File: config.mk
export PLATFORM = sky130hd
export DESIGN_NAME = dual_pwm
export DESIGN_NICKNAME = d
export VERILOG_FILES = /design/src/rtl/dual_pwm_pkg.sv /design/src/rtl/dual_pwm_regs.sv /design/src/rtl/dual_pwm_presc.sv /design/src/rtl/dual_pwm_phase.sv /design/src/rtl/dual_pwm.sv
export SDC_FILE = /design/constraint.sdc
export NUM_CORES = 1
export LEC_CHECK = 0
export BUFFER_PORTS_ARGS = -buffer_cell sky130_fd_sc_hd__buf_2
export CORE_MARGIN = 10
export CORE_UTILIZATION = 57
export CTS_BUF_LIST = sky130_fd_sc_hd__clkbuf_8
export DETAILED_ROUTE_END_ITERATION = 8
export GPL_TIMING_DRIVEN = 1
export HOLD_SLACK_MARGIN = 0.03
export PLACE_DENSITY = 0.88
export SLEW_MARGIN = 20
export SYNTH_ARGS = -nofsm -noshare
export SYNTH_HDL_FRONTEND = slang
export SYNTH_SLANG_ARGS = --single-unit
File: constraint.sdc
create_clock -name clk -period 3.68 [get_ports clk]
set_input_delay 0.368 -clock clk [delete_from_list [all_inputs] [get_ports clk]]
set_output_delay 0.368 -clock clk [all_outputs]
set_load 0.005 [all_outputs]
File: src/rtl/dual_pwm_pkg.sv
package dual_pwm_pkg;
    localparam int NUM_CH   = 2;
    localparam int CNT_W    = 16;
    localparam int DIV_W    = 7;
    localparam int NUM_SRC  = 4;
    localparam int SEL_W    = $clog2(NUM_SRC);
    localparam int DATA_W   = 32;
    // control word layout: output enable at bit ch, source select at
    // SEL_BASE + SEL_W*ch, prescale at DIV_BASE + DIV_STEP*ch, clock
    // enable right above the prescale field
    localparam int SEL_BASE = 4;
    localparam int DIV_BASE = 8;
    localparam int DIV_STEP = 8;

    typedef struct packed {
        logic [CNT_W-1:0] hi;
        logic [CNT_W-1:0] lo;
        logic [DIV_W-1:0] div;
        logic [SEL_W-1:0] sel;
        logic             clk_en;
        logic             out_en;
    } chan_cfg_t;
endpackage

File: src/rtl/dual_pwm_regs.sv
module dual_pwm_regs
    import dual_pwm_pkg::*;
#(
    parameter int ADDR_W = 4
) (
    input  logic                  clk,
    input  logic                  rst_n,
    input  logic                  wr_en,
    input  logic [ADDR_W-1:0]     addr,
    input  logic [DATA_W-1:0]     wdata,
    output logic [DATA_W-1:0]     rdata,
    output chan_cfg_t [NUM_CH-1:0] cfg
);
    localparam int IDX_W = ADDR_W - 2;
    localparam logic [IDX_W-1:0] CTRL_IDX = IDX_W'(NUM_CH);

    typedef struct packed {
        logic [NUM_CH-1:0][DATA_W-1:0] cnt;
        logic [DATA_W-1:0]             ctrl;
    } regs_t;

    regs_t r_d, r_q;

    logic [IDX_W-1:0] widx;
    logic             aligned;

    assign widx    = addr[ADDR_W-1:2];
    assign aligned = (addr[1:0] == 2'b00);

    always_comb begin
        r_d = r_q;
        if (wr_en && aligned) begin
            for (int c = 0; c < NUM_CH; c++) begin
                if (widx == IDX_W'(c)) r_d.cnt[c] = wdata;
            end
            if (widx == CTRL_IDX) r_d.ctrl = wdata;
        end
    end

    always_ff @(posedge clk) begin
        if (!rst_n) r_q <= '0;
        else        r_q <= r_d;
    end

    always_comb begin
        rdata = '0;
        if (aligned) begin
            for (int c = 0; c < NUM_CH; c++) begin
                if (widx == IDX_W'(c)) rdata = r_q.cnt[c];
            end
            if (widx == CTRL_IDX) rdata = r_q.ctrl;
        end
    end

    always_comb begin
        for (int c = 0; c < NUM_CH; c++) begin
            cfg[c].hi     = r_q.cnt[c][CNT_W +: CNT_W];
            cfg[c].lo     = r_q.cnt[c][0 +: CNT_W];
            cfg[c].out_en = r_q.ctrl[c];
            cfg[c].sel    = r_q.ctrl[SEL_BASE + SEL_W*c +: SEL_W];
            cfg[c].div    = r_q.ctrl[DIV_BASE + DIV_STEP*c +: DIV_W];
            cfg[c].clk_en = r_q.ctrl[DIV_BASE + DIV_STEP*c + DIV_W];
        end
    end
endmodule

File: src/rtl/dual_pwm_presc.sv
module dual_pwm_presc #(
    parameter int NUM_SRC = 4,
    parameter int SEL_W   = 2,
    parameter int DIV_W   = 7
) (
    input  logic               clk,
    input  logic               rst_n,
    input  logic               run,
    input  logic [NUM_SRC-1:0] src_tick,
    input  logic [SEL_W-1:0]   sel,
    input  logic [DIV_W-1:0]   div,
    output logic               tick
);
    typedef struct packed {
        logic [DIV_W-1:0] pcnt;
    } presc_t;

    presc_t s_d, s_q;
    logic   hit;

    assign hit  = src_tick[sel];
    // >= keeps a lowered prescale from wrapping the counter
    assign tick = run && hit && (s_q.pcnt >= div);

    always_comb begin
        s_d = s_q;
        if (!run) begin
            s_d.pcnt = '0;
        end else if (hit) begin
            s_d.pcnt = tick ? '0 : s_q.pcnt + 1'b1;
        end
    end

    always_ff @(posedge clk) begin
        if (!rst_n) s_q <= '0;
        else        s_q <= s_d;
    end
endmodule

File: src/rtl/dual_pwm_phase.sv
module dual_pwm_phase #(
    parameter int CNT_W = 16
) (
    input  logic             clk,
    input  logic             rst_n,
    input  logic             run,
    input  logic             tick,
    input  logic [CNT_W-1:0] hi_in,
    input  logic [CNT_W-1:0] lo_in,
    output logic             pwm,
    output logic [CNT_W-1:0] hi_sh,
    output logic [CNT_W-1:0] lo_sh
);
    typedef struct packed {
        logic             in_high;
        logic [CNT_W-1:0] cnt;
        logic [CNT_W-1:0] hi;
        logic [CNT_W-1:0] lo;
    } phase_t;

    phase_t           s_d, s_q;
    logic [CNT_W-1:0] cnt_inc;

    assign cnt_inc = s_q.cnt + 1'b1;

    always_comb begin
        s_d = s_q;
        if (!run) begin
            s_d.in_high = 1'b1;
            s_d.cnt     = '0;
            s_d.hi      = hi_in;
            s_d.lo      = lo_in;
        end else if (tick) begin
            if (s_q.in_high && (s_q.hi != '0) && (cnt_inc < s_q.hi)) begin
                s_d.cnt = cnt_inc;
            end else if (s_q.in_high && (s_q.lo != '0)) begin
                s_d.in_high = 1'b0;
                s_d.cnt     = '0;
            end else if (!s_q.in_high && (cnt_inc < s_q.lo)) begin
                s_d.cnt = cnt_inc;
            end else begin
                // period boundary: take in the programmed counts
                s_d.in_high = 1'b1;
                s_d.cnt     = '0;
                s_d.hi      = hi_in;
                s_d.lo      = lo_in;
            end
        end
    end

    always_ff @(posedge clk) begin
        if (!rst_n) s_q <= '{in_high: 1'b1, default: '0};
        else        s_q <= s_d;
    end

    assign pwm   = run && s_q.in_high && (s_q.hi != '0);
    assign hi_sh = s_q.hi;
    assign lo_sh = s_q.lo;
endmodule

File: src/rtl/dual_pwm.sv
module dual_pwm
    import dual_pwm_pkg::*;
#(
    parameter int ADDR_W = 4
) (
    input  logic               clk,
    input  logic               rst_n,
    input  logic               reg_wr,
    input  logic [ADDR_W-1:0]  reg_addr,
    input  logic [DATA_W-1:0]  reg_wdata,
    output logic [DATA_W-1:0]  reg_rdata,
    input  logic [NUM_SRC-1:0] src_tick,
    output logic [NUM_CH-1:0]  pwm_out
);
    chan_cfg_t [NUM_CH-1:0]             cfg;
    logic [NUM_CH-1:0]                  run;
    logic [NUM_CH-1:0]                  tick;
    logic [NUM_CH-1:0][SEL_W-1:0]       sel;
    logic [NUM_CH-1:0][CNT_W-1:0]       hi_sh;
    logic [NUM_CH-1:0][CNT_W-1:0]       lo_sh;

    dual_pwm_regs #(.ADDR_W(ADDR_W)) regs_i (
        .clk   (clk),
        .rst_n (rst_n),
        .wr_en (reg_wr),
        .addr  (reg_addr),
        .wdata (reg_wdata),
        .rdata (reg_rdata),
        .cfg   (cfg)
    );

    for (genvar g = 0; g < NUM_CH; g++) begin : g_ch
        assign run[g] = cfg[g].clk_en && cfg[g].out_en;
        assign sel[g] = cfg[g].sel;

        dual_pwm_presc #(
            .NUM_SRC (NUM_SRC),
            .SEL_W   (SEL_W),
            .DIV_W   (DIV_W)
        ) presc_i (
            .clk      (clk),
            .rst_n    (rst_n),
            .run      (run[g]),
            .src_tick (src_tick),
            .sel      (cfg[g].sel),
            .div      (cfg[g].div),
            .tick     (tick[g])
        );

        dual_pwm_phase #(.CNT_W(CNT_W)) phase_i (
            .clk   (clk),
            .rst_n (rst_n),
            .run   (run[g]),
            .tick  (tick[g]),
            .hi_in (cfg[g].hi),
            .lo_in (cfg[g].lo),
            .pwm   (pwm_out[g]),
            .hi_sh (hi_sh[g]),
            .lo_sh (lo_sh[g])
        );
    end
endmodule

Yosys cells after proc, flatten, opt, wreduce, memory -nomap -nowiden
Cells that the tools add are included.
{"block": "totals", "regBits": 208, "latch_bits": 0, "ram_bits": 0, "rom_bits": 0, "in_bits": 43, "out_inout_bits": 34, "word_cells": 103, "mem_count": 0}
{"block": "classes", "addsub": 4, "multipliers": 0, "div": 0, "n_lt_le_gt_ge": 8, "n_eq_ne": 12, "shifts": 0, "mux": 28, "bitwise": 2, "n_reduce_logical": 36}
{"op": "$mux W32", "n": 14}
{"op": "$lt A16 B16 Y1", "n": 4}
{"op": "$mux W16", "n": 4}
{"op": "$reduce_bool A16 Y1", "n": 4}
{"op": "$mux W17", "n": 2}
{"op": "$add A16 B1 Y16 const B", "n": 2}
{"op": "$logic_and A1 B1 Y1", "n": 19}
{"op": "$ne A2 B2 Y1 const B", "n": 8}
{"op": "$add A7 B1 Y7 const B", "n": 2}
{"op": "$ge A7 B7 Y1", "n": 2}
{"op": "$mux W7", "n": 2}
{"op": "$reduce_and A2 Y1", "n": 5}
{"op": "$reduce_and A4 Y1", "n": 2}
{"op": "$lt A2 B3 Y1 const B", "n": 2}
{"op": "$reduce_and A3 Y1", "n": 2}
{"op": "$bmux W1 S2", "n": 2}
{"op": "$logic_not A2 Y1", "n": 2}
{"op": "$mux W1", "n": 4}
{"op": "$ne A2 B1 Y1 const B", "n": 2}
{"op": "$eq A2 B1 Y1 const B", "n": 1}
{"op": "$eq A2 B2 Y1 const B", "n": 1}
{"op": "$logic_not A1 Y1", "n": 2}
{"op": "$not A1 Y1", "n": 2}

Longest topological paths before layout
Gate-level depths: netlist of the first run.
{"block": "logic_depth", "depth_word": 8, "ltp_mapped": 16}

Cells and area by module
Synthesis of the first run repeated with hierarchy kept, for this count alone.
{"block": "hier_totals", "cells_unflattened": 1503, "hier_area_um2": 13053.8}
{"module": "dual_pwm_regs", "n_inst": 1, "cells_per_inst": 551, "area_per_inst_um2": 5118.7}
{"module": "dual_pwm_phase (g_ch[0].phase_i)", "n_inst": 1, "cells_per_inst": 422, "area_per_inst_um2": 3493.4}
{"module": "dual_pwm_phase (g_ch[1].phase_i)", "n_inst": 1, "cells_per_inst": 414, "area_per_inst_um2": 3340.7}
{"module": "dual_pwm_presc", "n_inst": 2, "cells_per_inst": 57, "area_per_inst_um2": 544.3}
{"module": "dual_pwm", "n_inst": 1, "cells_per_inst": 2, "area_per_inst_um2": 12.5}

Worst setup path after synthesis of the first run
Ideal clock, no wire load.
{"block": "synth_timing", "path_type": "reg2reg", "startpoint": "register g_ch[0].phase_i.s_q[34] (netlist bit)", "endpoint": "register g_ch[0].phase_i.s_q (netlist bit g_ch[0].phase_i.hi_sh[0])", "t_arrival_ns": 3.367, "required_ns": 3.552, "setup_slack_ns": 0.186, "path_stages_with_launch": 17, "period_less_slack_ns": 3.494, "cell_sequence": "dfxtp_1 -> and2_1 -> and4_1 -> and3_1 -> clkbuf_1 -> nand3_1 -> xnor2_1 -> ha_1 -> a211oi_1 -> nor2_1 -> a2111oi_2 -> a32o_2 -> o311a_1 -> buf_6 -> buf_6 -> mux2i_1 -> nor2_1"}
{"block": "synth_between", "elab_chain_cells": 5, "word_cells_on_any_way": 8, "classes_between": "1 x add/sub; 2 x order compare; 2 x eq/ne; 3 x reduce/logical"}
{"item": "from (decl)", "line": "dual_pwm_phase.sv:21", "text": "phase_t s_d, s_q;"}
{"item": "from (signal assigned)", "line": "dual_pwm_phase.sv:52", "text": "if (!rst_n) s_q <= '{in_high: 1'b1, default: '0};"}
{"item": "from (signal assigned)", "line": "dual_pwm_phase.sv:53", "text": "else s_q <= s_d;"}
{"item": "$add A16 B1 Y16 *", "line": "dual_pwm_phase.sv:24", "text": "assign cnt_inc = s_q.cnt + 1'b1;"}
{"item": "$lt A16 B16 Y1, on equally long branches", "line": "dual_pwm_phase.sv:34, dual_pwm_phase.sv:39"}
{"item": "$logic_and A1 B1 Y1, on equally long branches", "line": "dual_pwm_phase.sv:34, dual_pwm_phase.sv:39"}
{"item": "$ne A2 B2 Y1 (no source line)"}
{"item": "$reduce_and A4 Y1 (no source line) *"}
Every way passes the cells marked *; elsewhere a longest branch is shown, timed or not.
A chain may end at the register's enable or synchronous reset.

Worst setup path in the final report of the first run
{"block": "layout_timing", "startpoint": "register g_ch[0].phase_i.s_q[35] (netlist bit)", "endpoint": "register g_ch[0].phase_i.s_q (netlist bit g_ch[0].phase_i.hi_sh[7])"}
Same word-level chain as after synthesis.

==> results of run 1 <==
[layout by cell type, fill, tap and decap left out, types with 41 or more instances in the layout]
| cell type | count |
|---|---|
| sky130_fd_sc_hd__clkbuf_8 | 43 |
| sky130_fd_sc_hd__a21oi_1 | 196 |
| sky130_fd_sc_hd__ha_1 | 77 |
| sky130_fd_sc_hd__dfxtp_1 | 206 |
| sky130_fd_sc_hd__nand2_1 | 251 |
| sky130_fd_sc_hd__nand3_1 | 69 |
| sky130_fd_sc_hd__inv_1 | 87 |
| sky130_fd_sc_hd__buf_4 | 41 |
| sky130_fd_sc_hd__nor2_1 | 133 |
| sky130_fd_sc_hd__buf_2 | 76 |
| sky130_fd_sc_hd__mux2i_1 | 63 |
[timing repair]
| action | CTS | global route |
|---|---|---|
| pin swaps | 1 | 8 |
| hold buffers | 0 | 0 |
| buffers inserted | 0 | 4 |
| resized for setup | 4 | 39 |
| cloned | 0 | 2 |
| setup endpoints to repair | 66 | 85 |
[flip-flops by register name (all words and copies together), names as in the netlist]
| name | count |
|---|---|
| g_ch.phase_i.hi_sh | 32 |
| regs_i.r_q | 10 |
| g_ch.presc_i.s_q | 14 |
| g_ch.phase_i.s_q | 34 |
| regs_i.cfg | 86 |
| g_ch.phase_i.lo_sh | 32 |
[synthesized netlist by cell type (all sizes together), types with 14 or more instances]
cell / count / area [um2]
nand3: 69 / 345
o21ai: 47 / 235
ha: 78 / 976
a21oi: 197 / 986
mux2i: 64 / 641
nand2: 252 / 946
a21o: 14 / 105
clkbuf: 74 / 278
xnor2: 19 / 166
nand4: 15 / 93.8
nor4: 17 / 106
inv: 78 / 293
xor2: 16 / 140
nor2: 133 / 499
dfxtp: 208 / 4160
[cell families after synthesis]
kind of cell | after synthesis
AND/OR/NAND/NOR | 544
AO/OA/AOI/OAI | 309
flip-flops | 208
buffers and inverters | 164
adder cells (fa/ha/maj) | 78
multiplexers | 67
XOR/XNOR | 35
[metrics by stage]
step / TNS, ns / utilization (%) / cell area [um2]
final: 0 / 66.9 / 12600
after global routing: -1.31 / 66.9 / 12600
after floorplan: 0 / - / 10900
after global placement: 0 / 62.0 / 11600
after CTS: 0 / 65.7 / 12300
after detailed placement: -1.22 / 62.0 / 11600
[critical path, cell delays in order (launching register included)]
cell and delay [ns]:
sky130_fd_sc_hd__dfxtp_1 0.33, sky130_fd_sc_hd__and2_1 0.15, sky130_fd_sc_hd__and4_1 0.24, sky130_fd_sc_hd__and3_4 0.24
sky130_fd_sc_hd__nand4_1 0.12, sky130_fd_sc_hd__xnor2_1 0.16, sky130_fd_sc_hd__buf_4 0.15, sky130_fd_sc_hd__ha_1 0.30
sky130_fd_sc_hd__nand4_1 0.16, sky130_fd_sc_hd__nor3_4 0.24, sky130_fd_sc_hd__o2111ai_2 0.18, sky130_fd_sc_hd__a32o_2 0.30
sky130_fd_sc_hd__o311a_4 0.41, sky130_fd_sc_hd__buf_12 0.18, sky130_fd_sc_hd__mux2i_1 0.20, sky130_fd_sc_hd__nor2_1 0.09
[metal layers]
metal | up-vias | global-route usage [%] | share of wire, % | routed length [um]
li1 | 4973 | - | - | -
met1 | 4907 | 30.9 | 40 | 12900
met2 | 596 | 37.8 | 44 | 14100
met3 | 108 | 6.21 | 11 | 3550
met4 | 0 | 10.6 | 4.2 | 1330
met5 | - | 0 | 0 | 0
[power breakdown]
part           switching [mW]  internal, mW  total [mW]
Sequential             0.0177          2.27        2.29
Clock                   0.939          1.06        2.00
Combinational           0.192        0.0987       0.290
[cell type report]
cell class                 count  area [um2]  area share (%)
antenna                        1        2.50          0.0199
clock buffer                  43         592            4.71
multi-input combinational   1033        6290            50.1
sequential                   208        4170            33.2
tap                          234         293            2.33
inverter                      78         295            2.35
clock inverter                15        76.3           0.608
timing repair buffer         124         838            6.68
[path summary, 6_finish.rpt]
check             cells after the start                     from                        to  slack (ns)
setup / recovery                     15  g_ch[0].phase_i.s_q[35]  g_ch[0].phase_i.hi_sh[7]        0.05
hold / removal                        3             reg_wdata[3]            regs_i.cfg[14]        0.09
setup reg to reg                     15  g_ch[0].phase_i.s_q[35]  g_ch[0].phase_i.hi_sh[7]        0.05
hold reg to reg                       2           regs_i.r_q[25]            regs_i.r_q[25]        0.45
==> metrics.md, run 1 <==
| Metric | Value |
|---|---|
| Clock latency at the later pin of the worst-skew pair | approximately 0.54 ns |
| Crit start category | flop |
| Adder-cell share of the synthesized area | under 10% |
| Detailed-route DRC error count | 0 |
| Worst slew pin tran | approximately 1.1 ns |
| Routability Congestion | 0.965 |
| Clock Tree Root | sky130_fd_sc_hd__clkbuf_8 |
| Number of nets produced by synthesis | between 1500 and 2000 |
| Maximum root-to-sink buffer count | 3 |
| Tot GR Track Use | 24.2% |
| Effective utilization at floorplan | 58.3% |
| Tightest hold margin | 0.0937 ns |
| Yosys warning count | 0 |
| CP max FO | 16 |
| Final setup violation count | 0 |
| Area of the core region | around 19000 um2 |
| Maximum number of pins on one net before global-route repair | between 70 and 80 |
| Drt total wl | between 30000 and 40000 um |
| Fraction of layout cells with a size suffix above 1 | between 10 and 15% |
| Overflow after GRT | 0 |
| # placed instances | about 1700 |
| Area fraction in compound gates after synthesis | between 10% and 20% |
| Fillers | 1442 |
| Post-layout min period | 3.63 ns |
| Standard-cell rows | 50 |
| Relative slew slack | ~29% |
| Number of I/O pins | a little under 80 |
| Number of vias after detailed routing | between 10000 and 15000 |
| HPWL reported at the end of detailed placement | 22500 um |
| Max Clock Skew | approximately 0.020 ns |
| Setup ws final | between 0.04 and 0.05 ns |
| Leakage power summed over all cells | between 4 and 5 nW |
| Type of the worst setup path | reg -> reg |
| Sequential area share after synthesis | a little under two fifths |
| Multiplexer share of the synthesized area | under 10% |
| Synth Register Bits | around 210 |
| Vias in the first global route | roughly 9900 |
| Data required time at the worst endpoint | between 4 and 5 ns |
| Area fraction in and, or, nand and nor cells after synthesis | ~22% |
| Net count of the finished layout | 1601 |
| Clock tree from TritonCTS | done |
| Fin. Hold Viols | 0 |
| Clk sink count | around 210 |
| Detailed Routing Iterations Pass 1 | 8 |
| Synth unique cells | 58 |
| Drt via density | around 6.1 |
| Max-Cap Viols | 0 |
| Post-synthesis share of cell area spent on xor and xnor gates | 2.80% |
| Highest clock rate | ~280 MHz |
| Area added between synthesis and finish | 14.7% |
| Clock input transition at the sequential cells of the worst setup and hold paths | 0.06 ns |
| Top FF cell, synth | sky130_fd_sc_hd__dfxtp_1 |
| Synthesized instance count | roughly 1400 |
| Post-synthesis cell area | 10900 um2 |
| Category of the worst setup path capture point | flop |
| Post-layout instance count excluding filler cells | ~1700 |
| Count of routing violations after the opening detailed-route iteration | 1148 |
| Largest family of logic cells by synthesized area | simple AND/OR/NAND/NOR gates |
| Post-Place Setup Slack | -0.0717 ns |
| Port-buffer cells | 76 |
| Residual antenna-violating net count after detailed routing | 0 |
| Number of H-tree levels | 2 |
| Full die area | around 25000 um2 |
| Overall die width | approximately 160 um |
| Total design power | about 4.6 mW |
| Status | completed |
| Chip height | about 160 um |
| Hold Path Class | in -> reg |
| Power density over the cells | 364 nW/um2 |
| Number of max-slew violations in the final report | 0 |
| Share of synthesized flip-flops with an asynchronous set or reset | 0% |
| Post-synth EDFFs | 0 |
| Part of the cycle the worst path needs | between 90% and 100% |
| First-pass GRT wire length | 49700 um |
| Number of buffers added by the clock tree synthesis step | 35 |
| Initial antenna violation count | 1 |
| Max VDD drop | about 0.24 mV |
| Synthesized area per cell | about 8 um2 |
| Arrival time at the worst endpoint | about 4.0 ns |
| Routed length per instance | between 15 and 20 um |
Note: power is estimated with default switching activity, not from simulation.
==> inputs of run 2 (changes only) <==
--- a/config.mk
+++ b/config.mk
@@ -7,12 +7,12 @@
 export LEC_CHECK = 0
 export BUFFER_PORTS_ARGS = -buffer_cell sky130_fd_sc_hd__buf_2
 export CORE_MARGIN = 10
-export CORE_UTILIZATION = 57
+export CORE_UTILIZATION = 63
 export CTS_BUF_LIST = sky130_fd_sc_hd__clkbuf_8
 export DETAILED_ROUTE_END_ITERATION = 8
 export GPL_TIMING_DRIVEN = 1
 export HOLD_SLACK_MARGIN = 0.03
-export PLACE_DENSITY = 0.88
+export PLACE_DENSITY = 0.92
 export SLEW_MARGIN = 20
 export SYNTH_ARGS = -nofsm -noshare
 export SYNTH_HDL_FRONTEND = slang
==> constraint.sdc (replaced) <==
create_clock -name clk -period 3.7 [get_ports clk]
set_input_delay 0.37 -clock clk [delete_from_list [all_inputs] [get_ports clk]]
set_output_delay 0.37 -clock clk [all_outputs]
set_load 0.005 [all_outputs]
==> metrics.md, run 2 (same netlist as run 1, synthesis figures left out) <==
| Metric | Value |
|---|---|
| Power density over the cells | 380 nW/um2 (was 364 nW/um2) |
| Max incr delay on CP | 0.54 ns (was 0.41 ns) |
| Part of the cycle the worst path needs | 98.4% (was 98.8%) |
| Kind of cell adding the most delay to the critical path | simple AND/OR/NAND/NOR gates (unchanged) |
| Crit start category | flop (unchanged) |
| Met1 global-route usage | 31.0% (was 30.9%) |
| Hold buffers post-CTS | 0 (unchanged) |
| Port-buffer cells | 76 (unchanged) |
| Number of buffers and inverters on the critical path | 1 (was 2) |
| Number of vias after detailed routing | 10700 (was 10584) |
| Overall die width | 152 um (was 159 um) |
| Net count of the finished layout | 1600 (was 1601) |
| Type of the worst setup path | reg -> reg (unchanged) |
| Data required time at the worst endpoint | 4.09 ns (was 4.06 ns) |
| Count of routing violations after the opening detailed-route iteration | 1103 (was 1148) |
| Cell area after layout | 12500 um2 (was 12600 um2) |
| Area added between synthesis and finish | 14.3% (was 14.7%) |
| Post-layout min period | 3.64 ns (was 3.63 ns) |
| Fin. Hold Viols | 0 (unchanged) |
| Initial antenna violation count | 1 (unchanged) |
| Standard-cell rows | 48 (was 50) |
| Clock tree from TritonCTS | done (unchanged) |
| Drt total wl | 32500 um (was 31900 um) |
| Category of the worst setup path capture point | flop (unchanged) |
| Residual antenna-violating net count after detailed routing | 0 (unchanged) |
| Drt via density | 6.20 (was 6.10) |
| Final setup violation count | 0 (unchanged) |
| Leakage power summed over all cells | 4.79 nW (was 4.81 nW) |
| Number of buffers added by the clock tree synthesis step | 36 (was 35) |
| GR met2 Demand/Resource | 40.7% (was 37.8%) |
| Max Clock Skew | 0.0185 ns (was 0.0203 ns) |
| Max VDD drop | 0.304 mV (was 0.244 mV) |
| CP max FO | 32 (was 16) |
| Most utilized layer in the global route result | met2 (unchanged) |
| Vias in the first global route | 10108 (was 9920) |
| Highest clock rate | 275 MHz (about the same) |
| Cell with the largest stage delay on the worst path | sky130_fd_sc_hd__o31ai_1 (was sky130_fd_sc_hd__o311a_4) |
| Number of max-slew violations in the final report | 0 (unchanged) |
| Max-Cap Viols | 0 (unchanged) |
| Placed cell areas | 11600 um2 (about the same) |
| Routability Congestion | 1.04 (was 0.965) |
| Unrepaired setup endpoints after global routing | yes |
| CP cell instances | ha_2 -> and3_1 -> and3_1 -> and3_1 -> nand3_1 -> or2_2 -> nand2_1 -> ha_1 -> and4_1 -> nand3_1 -> o22ai_1 -> o31ai_1 -> a211oi_2 -> buf_12 -> o21ai_0 -> a21oi_1 (was and2_1 -> and4_1 -> and3_4 -> nand4_1 -> xnor2_1 -> buf_4 -> ha_1 -> nand4_1 -> nor3_4 -> o2111ai_2 -> a32o_2 -> o311a_4 -> buf_12 -> mux2i_1 -> nor2_1) |
| Full die area | 23000 um2 (was 25100 um2) |
| Effective utilization at floorplan | 63.7% (was 58.3%) |
| Clock latency at the later pin of the worst-skew pair | 0.53 ns (was 0.54 ns) |
| Relative slew slack | 33.4% (was 29.5%) |
| Largest register FFs | 86 (unchanged) |
| Cell repeated most along the worst path | sky130_fd_sc_hd__and3_1 (was sky130_fd_sc_hd__nand4_1) |
| Area of the core region | 17200 um2 (was 18800 um2) |
| Detailed Routing Iterations Pass 1 | 5 (was 8) |
| GR Layer Usage met3 | 6.38% (was 6.21%) |
| Number of I/O pins | 77 (unchanged) |
| Fraction of layout cells with a size suffix above 1 | 13.7% (was 14.1%) |
| Post-Place Setup Slack | 0.0329 ns (was -0.0717 ns) |
| First-pass GRT wire length | 49900 um (was 49700 um) |
| Final standard cell utilization of the core | 72.8% (was 66.9%) |
| Overflow after GRT | 0 (unchanged) |
| Maximum number of pins on one net before global-route repair | 72 (was 77) |
| Hold Path Class | in -> reg (unchanged) |
| Clock Tree Root | sky130_fd_sc_hd__clkbuf_8 (unchanged) |
| Leading cell types in the layout, fill and taps excluded | sky130_fd_sc_hd__nand2_1 (252), sky130_fd_sc_hd__dfxtp_1 (206), sky130_fd_sc_hd__a21oi_1 (197), sky130_fd_sc_hd__nor2_1 (131), sky130_fd_sc_hd__inv_1 (85) (was sky130_fd_sc_hd__nand2_1 (251), sky130_fd_sc_hd__dfxtp_1 (206), sky130_fd_sc_hd__a21oi_1 (196), sky130_fd_sc_hd__nor2_1 (133), sky130_fd_sc_hd__inv_1 (87)) |
| Chip height | 152 um (was 159 um) |
| Clock input transition at the sequential cells of the worst setup and hold paths | 0.06 ns (about the same) |
| Number of H-tree levels | 2 (unchanged) |
| Arrival time at the worst endpoint | 4.03 ns (was 4.01 ns) |
| Most frequent standard cell in the layout excluding fill and tap cells | sky130_fd_sc_hd__nand2_1 (unchanged) |
| Worst slew pin tran | 0.997 ns (was 1.06 ns) |
| Status | completed (unchanged) |
| HPWL reported at the end of detailed placement | 22300 um (was 22500 um) |
| Detailed-route DRC error count | 0 (unchanged) |
| Maximum root-to-sink buffer count | 3 (unchanged) |
| Routed length per instance | 18.8 um (was 18.4 um) |
| Tot GR Track Use | 25.5% (was 24.2%) |
| Setup ws final | 0.0600 ns (was 0.0454 ns) |
| Clk sink count | 208 (unchanged) |
==> run 2: final cells by class <==
cell class,count,area [um2]
clock inverters,16,145
fillers,1199,4670
repair buffers,122,793
well taps,225,282
diodes,1,2.50
flip-flops and latches,208,4170
inverters,78,295
multi-input cells,1033,6230
clock buffers,43,592
==> run 2: timing repair <==
item / CTS / global route
gates resized for setup: 1 / 38
cloned: 0 / 1
setup endpoints to repair: 2 / 83
pin swaps: 0 / 3
setup buffers: 0 / 0
==> run 2: final timing paths <==
path	slack [ns]	end	startpoint	cells past startpoint
worst min register to register	0.47	regs_i.r_q[27]	regs_i.r_q[27]	2
worst min-delay path	0.10	regs_i.cfg[31]	reg_wdata[20]	3
worst max-delay path	0.06	g_ch[1].phase_i.lo_sh[9]	g_ch[1].phase_i.s_q[32]	16
worst max register to register	0.06	g_ch[1].phase_i.lo_sh[9]	g_ch[1].phase_i.s_q[32]	16
==> run 2: stage by stage <==
step	instances	hold slack, ns	TNS (ns)	power (mW)
floorplan	1405	0.437	0	2.47
global placement	1665	0.442	0	2.57
detailed placement	1665	0.451	0	2.58
CTS	1724	0.0933	0	4.73
global route	1726	0.114	-2.45	4.88
finish	1726	0.102	0	4.75
==> run 2: where the power goes <==
part / internal, mW / switching (mW)
clock: 1.26 / 0.933
combinational: 0.0932 / 0.191
sequential: 2.26 / 0.0180
total: 3.61 / 1.14
==> run 2: layer usage <==
metal / part of all wire (%) / up-vias
met5: 0 / -
met4: 5.1 / 0
met3: 11 / 136
met2: 45 / 665
met1: 39 / 4924
li1: - / 4975
==> run 2: worst reg2reg max path, cell delays in order, from the launching register on <==
cell,delay (ns)
sky130_fd_sc_hd__dfxtp_4,0.37
sky130_fd_sc_hd__ha_2,0.19
sky130_fd_sc_hd__and3_1,0.20
sky130_fd_sc_hd__and3_1,0.19
sky130_fd_sc_hd__and3_1,0.18
sky130_fd_sc_hd__nand3_1,0.13
sky130_fd_sc_hd__or2_2,0.32
sky130_fd_sc_hd__nand2_1,0.11
sky130_fd_sc_hd__ha_1,0.25
sky130_fd_sc_hd__and4_1,0.21
sky130_fd_sc_hd__nand3_1,0.08
sky130_fd_sc_hd__o22ai_1,0.11
sky130_fd_sc_hd__o31ai_1,0.54
sky130_fd_sc_hd__a211oi_2,0.13
sky130_fd_sc_hd__buf_12,0.20
sky130_fd_sc_hd__o21ai_0,0.21
sky130_fd_sc_hd__a21oi_1,0.10
